<file path="config.mk">
export PLATFORM = sky130hd
export DESIGN_NAME = cell_hec_filter
export DESIGN_NICKNAME = d
export VERILOG_FILES = /design/src/rtl/hec_pkg.sv /design/src/rtl/hec_judge.sv /design/src/rtl/hec_delay_line.sv /design/src/rtl/hec_bad_counter.sv /design/src/rtl/hec_out_seq.sv /design/src/rtl/cell_hec_filter.sv
export SDC_FILE = /design/constraint.sdc
export NUM_CORES = 1
export LEC_CHECK = 0
export ABC_AREA = 1
export BUFFER_PORTS_ARGS = -buffer_cell sky130_fd_sc_hd__clkbuf_2
export CAP_MARGIN = 20
export CORE_ASPECT_RATIO = 1.25
export CORE_MARGIN = 5
export CORE_UTILIZATION = 30
export CTS_BUF_LIST = sky130_fd_sc_hd__clkbuf_2 sky130_fd_sc_hd__clkbuf_4 sky130_fd_sc_hd__clkbuf_8
export DETAILED_ROUTE_END_ITERATION = 16
export GPL_TIMING_DRIVEN = 0
export PLACE_DENSITY = 0.5
export SLEW_MARGIN = 20
export SYNTH_ARGS = -nofsm -noshare
export SYNTH_HDL_FRONTEND = slang
export SYNTH_SLANG_ARGS = --single-unit
export TNS_END_PERCENT = 10
</file>
<file path="constraint.sdc">
create_clock -name clk -period 8.9 [get_ports clk]
set_input_delay 0 -clock clk [delete_from_list [all_inputs] [get_ports clk]]
set_output_delay 0 -clock clk [all_outputs]
set_load 0.03 [all_outputs]
</file>
<file path="src/rtl/hec_pkg.sv">
package hec_pkg;

    localparam int HDR_BYTES = 5;
    localparam logic [7:0] HEC_COSET = 8'h55;
    localparam logic [7:0] HEC_POLY  = 8'h07;

    typedef enum logic [1:0] {
        MODE_PASS     = 2'b00,
        MODE_FIX_KEEP = 2'b01,
        MODE_STRICT   = 2'b10,
        MODE_FIX_DROP = 2'b11
    } chk_mode_e;

    typedef struct packed {
        logic       valid;
        logic       sop;
        logic [7:0] data;
    } lane_t;

    // Remainder of hdr * x^8 modulo the generator, bit 31 first.
    function automatic logic [7:0] crc8_hdr(input logic [31:0] hdr);
        logic [7:0] r;
        logic       fb;
        r = 8'h00;
        for (int i = 31; i >= 0; i--) begin
            fb = r[7] ^ hdr[i];
            r  = {r[6:0], 1'b0};
            if (fb) r = r ^ HEC_POLY;
        end
        return r;
    endfunction

    // Syndrome produced by a lone error on header bit pos.
    function automatic logic [7:0] bit_syndrome(input int pos);
        return crc8_hdr(32'(1) << pos);
    endfunction

endpackage

</file>
<file path="src/rtl/hec_judge.sv">
module hec_judge
    import hec_pkg::*;
(
    input  logic [31:0]                 hdr_rx,
    input  logic [7:0]                  hec_rx,
    input  logic [1:0]                  mode,
    output logic                        keep,
    output logic                        bump,
    output logic [HDR_BYTES-1:0][7:0]   hdr_out
);

    logic [7:0]  calc, syn, fix_hec;
    logic [31:0] hit;
    logic [31:0] fixed;
    logic        clean, hec_hit, fixable;
    logic [39:0] word;
    chk_mode_e   m;

    assign calc  = crc8_hdr(hdr_rx) ^ HEC_COSET;
    assign syn   = calc ^ hec_rx;
    assign clean = (syn == 8'h00);

    generate
        for (genvar j = 0; j < 32; j++) begin : g_match
            assign hit[j] = (syn == bit_syndrome(j));
        end
    endgenerate

    assign hec_hit = $onehot(syn);
    assign fixable = hec_hit | (|hit);
    assign fixed   = hdr_rx ^ hit;
    assign fix_hec = crc8_hdr(fixed) ^ HEC_COSET;
    assign m       = chk_mode_e'(mode);

    always_comb begin
        keep = 1'b1;
        bump = 1'b0;
        word = {hdr_rx, calc};
        unique case (m)
            MODE_PASS: begin
                word = {hdr_rx, hec_rx};
            end
            MODE_FIX_KEEP: begin
                if (clean || fixable) word = {fixed, fix_hec};
                else                  bump = 1'b1;
            end
            MODE_STRICT: begin
                keep = clean;
                bump = !clean;
            end
            MODE_FIX_DROP: begin
                if (clean || fixable) begin
                    word = {fixed, fix_hec};
                end else begin
                    keep = 1'b0;
                    bump = 1'b1;
                end
            end
            default: ;
        endcase
    end

    always_comb begin
        for (int k = 0; k < HDR_BYTES; k++)
            hdr_out[k] = word[39-8*k -: 8];
    end

endmodule

</file>
<file path="src/rtl/hec_delay_line.sv">
module hec_delay_line
    import hec_pkg::*;
#(
    parameter int DEPTH = 5
) (
    input  logic  clk,
    input  logic  rst_n,
    input  lane_t lane_in,
    output lane_t lane_out
);

    lane_t stage [DEPTH+1];

    assign stage[0] = lane_in;

    generate
        for (genvar s = 0; s < DEPTH; s++) begin : g_stage
            always_ff @(posedge clk or negedge rst_n) begin
                if (!rst_n) stage[s+1] <= '0;
                else        stage[s+1] <= stage[s];
            end
        end
    endgenerate

    assign lane_out = stage[DEPTH];

endmodule

</file>
<file path="src/rtl/hec_bad_counter.sv">
module hec_bad_counter #(
    parameter int W = 16
) (
    input  logic         clk,
    input  logic         rst_n,
    input  logic         inc,
    output logic [W-1:0] count
);

    localparam logic [W-1:0] TOP = '1;

    always_ff @(posedge clk or negedge rst_n) begin
        if (!rst_n)                      count <= '0;
        else if (inc && count != TOP)    count <= count + 1'b1;
    end

endmodule

</file>
<file path="src/rtl/hec_out_seq.sv">
module hec_out_seq
    import hec_pkg::*;
#(
    parameter int CELL_BYTES = 53
) (
    input  logic                       clk,
    input  logic                       rst_n,
    input  lane_t                      tail,
    input  logic                       v_keep,
    input  logic [HDR_BYTES-1:0][7:0]  v_hdr,
    output logic                       out_valid,
    output logic                       out_sop,
    output logic [7:0]                 out_data,
    output logic                       drop_pulse
);

    localparam int PW = $clog2(CELL_BYTES);
    localparam int IW = $clog2(HDR_BYTES);
    localparam logic [PW-1:0] HDR_LAST  = PW'(HDR_BYTES - 1);
    localparam logic [PW-1:0] CELL_LAST = PW'(CELL_BYTES - 1);

    typedef enum logic [1:0] {OUT_IDLE, OUT_HDR, OUT_PAY, OUT_SKIP} out_state_e;

    out_state_e st_q, st_d;
    logic [PW-1:0] pos_q, pos_d;
    logic start, emit, sop_d, drop_d;
    logic [7:0] data_d;

    assign start = tail.valid & tail.sop;

    always_comb begin
        st_d  = st_q;
        pos_d = pos_q;
        if (start) begin
            st_d  = v_keep ? OUT_HDR : OUT_SKIP;
            pos_d = PW'(1);
        end else if (tail.valid) begin
            unique case (st_q)
                OUT_IDLE: ;
                OUT_HDR: begin
                    pos_d = pos_q + 1'b1;
                    if (pos_q == HDR_LAST) st_d = OUT_PAY;
                end
                OUT_PAY, OUT_SKIP: begin
                    pos_d = pos_q + 1'b1;
                    if (pos_q == CELL_LAST) st_d = OUT_IDLE;
                end
                default: st_d = OUT_IDLE;
            endcase
        end
    end

    always_comb begin
        emit   = 1'b0;
        sop_d  = 1'b0;
        drop_d = 1'b0;
        data_d = tail.data;
        if (start) begin
            emit   = v_keep;
            sop_d  = v_keep;
            drop_d = !v_keep;
            data_d = v_hdr[0];
        end else if (tail.valid) begin
            emit = (st_q == OUT_HDR) || (st_q == OUT_PAY);
            if (st_q == OUT_HDR) data_d = v_hdr[pos_q[IW-1:0]];
        end
    end

    // State register
    always_ff @(posedge clk or negedge rst_n) begin
        if (!rst_n) begin
            st_q  <= OUT_IDLE;
            pos_q <= '0;
        end else begin
            st_q  <= st_d;
            pos_q <= pos_d;
        end
    end

    // Output register
    always_ff @(posedge clk or negedge rst_n) begin
        if (!rst_n) begin
            out_valid  <= 1'b0;
            out_sop    <= 1'b0;
            out_data   <= 8'h00;
            drop_pulse <= 1'b0;
        end else begin
            out_valid  <= emit;
            out_sop    <= sop_d;
            out_data   <= emit ? data_d : 8'h00;
            drop_pulse <= drop_d;
        end
    end

endmodule

</file>
<file path="src/rtl/cell_hec_filter.sv">
module cell_hec_filter
    import hec_pkg::*;
#(
    parameter int CELL_BYTES = 53,
    parameter int CNT_W      = 16
) (
    input  logic             clk,
    input  logic             rst_n,
    input  logic             in_valid,
    input  logic             in_sop,
    input  logic [7:0]       in_data,
    input  logic [1:0]       in_mode,
    output logic             out_valid,
    output logic             out_sop,
    output logic [7:0]       out_data,
    output logic             drop_pulse,
    output logic [CNT_W-1:0] bad_hec_count
);

    localparam int PW = $clog2(CELL_BYTES);
    localparam logic [PW-1:0] HEC_POS  = PW'(HDR_BYTES - 1);
    localparam logic [PW-1:0] LAST_POS = PW'(CELL_BYTES - 1);

    typedef enum logic [1:0] {IN_IDLE, IN_HDR, IN_PAY} in_state_e;

    in_state_e st_q, st_d;
    logic [PW-1:0] pos_q, pos_d;
    logic start, decide;
    logic [HDR_BYTES-2:0][7:0] hq;
    logic j_keep, j_bump, v_keep;
    logic [HDR_BYTES-1:0][7:0] j_hdr, v_hdr;
    lane_t lane_in, tail;

    assign start = in_valid & in_sop;

    always_comb begin
        st_d   = st_q;
        pos_d  = pos_q;
        decide = 1'b0;
        if (start) begin
            st_d  = IN_HDR;
            pos_d = PW'(1);
        end else if (in_valid) begin
            unique case (st_q)
                IN_IDLE: ;
                IN_HDR: begin
                    pos_d = pos_q + 1'b1;
                    if (pos_q == HEC_POS) begin
                        decide = 1'b1;
                        st_d   = IN_PAY;
                    end
                end
                IN_PAY: begin
                    pos_d = pos_q + 1'b1;
                    if (pos_q == LAST_POS) st_d = IN_IDLE;
                end
                default: st_d = IN_IDLE;
            endcase
        end
    end

    // State register
    always_ff @(posedge clk or negedge rst_n) begin
        if (!rst_n) begin
            st_q  <= IN_IDLE;
            pos_q <= '0;
        end else begin
            st_q  <= st_d;
            pos_q <= pos_d;
        end
    end

    // Header capture and verdict hold
    always_ff @(posedge clk or negedge rst_n) begin
        if (!rst_n) begin
            hq     <= '0;
            v_keep <= 1'b0;
            v_hdr  <= '0;
        end else begin
            if (start)
                hq[0] <= in_data;
            else if (in_valid && st_q == IN_HDR && pos_q != HEC_POS)
                hq[pos_q[1:0]] <= in_data;
            if (decide) begin
                v_keep <= j_keep;
                v_hdr  <= j_hdr;
            end
        end
    end

    hec_judge u_judge (
        .hdr_rx  ({hq[0], hq[1], hq[2], hq[3]}),
        .hec_rx  (in_data),
        .mode    (in_mode),
        .keep    (j_keep),
        .bump    (j_bump),
        .hdr_out (j_hdr)
    );

    hec_bad_counter #(.W(CNT_W)) u_cnt (
        .clk   (clk),
        .rst_n (rst_n),
        .inc   (decide & j_bump),
        .count (bad_hec_count)
    );

    assign lane_in = '{valid: in_valid, sop: start, data: in_data};

    hec_delay_line #(.DEPTH(HDR_BYTES)) u_dly (
        .clk      (clk),
        .rst_n    (rst_n),
        .lane_in  (lane_in),
        .lane_out (tail)
    );

    hec_out_seq #(.CELL_BYTES(CELL_BYTES)) u_out (
        .clk        (clk),
        .rst_n      (rst_n),
        .tail       (tail),
        .v_keep     (v_keep),
        .v_hdr      (v_hdr),
        .out_valid  (out_valid),
        .out_sop    (out_sop),
        .out_data   (out_data),
        .drop_pulse (drop_pulse)
    );

endmodule

</file>
==> results.md <==
* Status: complete, no violations
* Multi-input gate area at 6236 um^2
* CP Launch Type: flop
* Vias at 10397
* # diodes at 0
* Via count of the first global-routing pass at 10076
* Post-synth EDFFs at 0
* Crit path top cell by count: nand2_1
* Fmax achieved at 123.1 MHz
* Part of the cycle the worst path needs at 0.9127
* Router iterations before antenna repair at 7
* FILL cells at 4055
* Sequential Area at 4154 um^2
* H-tree levels at 4
* Fin nets at 1678
* Most used DFF post-synth: dfrtp_1
* Seq cells post-synth at 166
* Post-synth ARST share at 1.000
* Ys Warns at 0
* Share of cells above drive strength 1 at 0.1368
* DR vias/cell at 4.879
* # rows at 79
* FF-to-FF path depth at 37
* 1st-iter DRT viols at 888
* Post-Place Setup Slack at 0.1982 ns
* Crit Path Category: reg -> reg
* Tot GR Track Use at 0.1880
* Syn-to-layout area delta at 12.39%
* Wire per inst at 18.25 um
* Clk_lat worst skew at 0.47 ns
* RSZ-0062 raised after global routing: no
* Synth Net Count at 1605
* Maximum clock path buffer count at 2
* Final WS setup at 0.7768 ns
* R2r setup slk at 0.78 ns
* Final Max Slew Viols at 0
* Hold WC Path Type: in -> reg
* Hold Crit Endpoint: v_hdr[33]
* Sequential share of the synthesized area at 0.3685
* Slowest stage cell, crit path: dfrtp_1
* Number of routed nets with antenna violations at 0
* Least-Margin Pin Slew at 0.8394 ns
* Die Wd at 183.4 um
* Sink Count at 166
* Distinct cells, synth at 49
* Die Ht at 226.7 um
* FF-to-FF End: u_cnt.count[14]
* DRT Wirelength at 38.90 mm
* Critical path capture point type: flop
* Post-route setup TNS at 0 ns
* Total CTS buffers at 17
* Final Critical Period at 8.123 ns
* # setup viols final at 0
* Hold Vio Cnt, Final at 0
* Num ports at 41
* CTS tree: built
* Root Buffer Master: clkbuf_8
* Die area at 41570 um^2
* Total gr overflow at 0
* R2R Path Start: hq[13]
* Critical Path AT at 8.49 ns
* Worst-path clk slew at 0.10 ns
* Pin count of the biggest net entering global routing at 91
* Netlist Area Pre-Place at 11270 um^2
* Clock Skew at 0.01760 ns
* Maxcap violations at 0
* Port bufs at 40
* Starting density of the core at 0.3033
* Post-DP HPWL at 31.58 mm
* Final core occ at 0.3409
* CP Max Fanout at 6
* Synth Area per Inst at 7.230 um^2
* Global placement routability congestion at 0.9441
* # DRC at 0
* Postcts setup bufs at 0
* CORE AREA at 37170 um^2
* Initial antenna violation count at 0
* Hold path startpoint: in_mode[0]
* Slew HR at 0.4361
* Synth Instances at 1559
* Worst stage delay on the critical path at 0.64 ns
* First-pass GRT wire length at 59.34 mm
* Worst EP required at 9.27 ns
* Final hold slack at 0.05890 ns
* Hold path depth at 3
-- layout by cell type (no fill, tap or decap), types with 10 or more instances in the layout --
cell type	instances
dlygate4sd3_1	12
o21ai_0	120
clkbuf_1	25
a21oi_1	46
inv_2	23
xor2_1	59
nor3_1	19
clkbuf_2	39
nand4_1	35
nand3_1	126
nand3_2	11
a211oi_1	10
dfrtp_1	166
nand2_2	61
nor2_1	80
ha_1	28
nand2_1	458
nand2_4	15
clkbuf_8	20
inv_1	175
xnor2_1	12
-- Yosys cell counts, types with 3 or more instances --
cell       instances  area (um^2)
o211ai_1           5        37.54
dfrtp_1          166         4154
buf_2              4        20.02
buf_4              6        45.04
a211oi_1          10        75.07
a21oi_1           46        230.2
nor2_4             5        56.30
a221o_1            5        50.05
nand2_2           61        381.6
nand3_2           11        110.1
nor3_1            19        95.09
fa_1               4        80.08
a2bb2oi_1          3        26.28
o22ai_1            5        31.28
o21ai_1            3        15.01
clkbuf_1          25        93.84
o21ai_0          120        600.6
nor2_1            80        300.3
nand2_1          458         1719
inv_2             23        86.33
nor4_1             5        31.28
nand4_1           35        219.0
nand3_1          126        630.6
inv_1            175        656.9
xor2_1            62        543.0
nand3b_1           5        37.54
nor2_2             5        31.28
xnor2_1           12        105.1
nand2_4           15        168.9
ha_1              28        350.3
or2_2              6        37.54
-- routing by layer --
| metal | vias up | share of wire | global-route usage |
|---|---|---|---|
| li1 | 5155 | - | - |
| met3 | 65 | 0.040 | 0.02519 |
| met5 | - | 0 | 0 |
| met4 | 0 | 0.044 | 0.08173 |
| met2 | 273 | 0.50 | 0.3273 |
| met1 | 4904 | 0.42 | 0.2329 |
-- logic make-up after synthesis --
kind of cell,count (synthesis),share of synthesized area
and+or+nand+nor,838,0.3472
buffers and inverters,236,0.08125
AOI/OAI and AO/OA,211,0.1045
DFF,166,0.3685
xor gates and xnor gates,76,0.06038
adders and majority gates,32,0.03818
-- metrics by stage --
step / std cells / instance area, um^2
global route: 2131 / 12670
detailed placement: 2087 / 12140
finish: 2131 / 12670
global placement: 2085 / 12080
floorplan: 1559 / 11270
CTS: 2131 / 12630
-- cell type report --
type / instances / area share
Buffer: 35 / 0.01254
Clock buffer: 19 / 0.02064
Clock inverter: 13 / 0.008593
Inverter: 201 / 0.05975
Multi-Input combinational cell: 1157 / 0.4922
Sequential cell: 166 / 0.3279
Tap cell: 486 / 0.04800
Timing Repair Buffer: 54 / 0.03032
-- registers in the layout, summed over array words and instances, names as in the netlist --
signal,count
u_dly.stage,40
v_hdr,40
hq,32
u_cnt.count,16
u_dly.lane_out,10
u_out.out_data,8
pos_q,6
u_out.pos_q,6
st_q,2
u_out.st_q,2
u_out.drop_pulse,1
u_out.out_sop,1
u_out.out_valid,1
v_keep,1
-- worst max path at each step --
| stage | startpoint | endpoint | slack, ns | cells after the start |
|---|---|---|---|---|
| 2_1_floorplan | hq[5] | u_cnt.count[8] | 2.11 | 38 |
| 3_3_place_gp | hq[3] | u_cnt.count[14] | 0.19 | 38 |
| 3_5_place_dp | hq[3] | u_cnt.count[14] | 0.20 | 38 |
| 4_1_cts | hq[3] | u_cnt.count[14] | 0.14 | 38 |
| 5_1_grt | hq[3] | u_cnt.count[9] | 0.08 | 39 |
| 6_report | hq[13] | u_cnt.count[14] | 0.78 | 37 |
-- what timing repair did --
item	in CTS	in global routing
resized for setup	0	6
endpoints found under the setup margin	0	17
endpoints found under the hold margin	139	0
hold buffers	12	0
-- critical path: cells and delay by family (launching register included) --
kind / cells / cell delay (ns)
compound gates: 3 / 0.48
xor+xnor: 9 / 2.19
fa+ha+maj: 5 / 1.82
buf+inv: 6 / 0.47
flops: 1 / 0.64
simple gates: 14 / 2.40
Power is not shown: default switching activity piles up to over one toggle a cycle in this logic, so the estimate is an artifact.
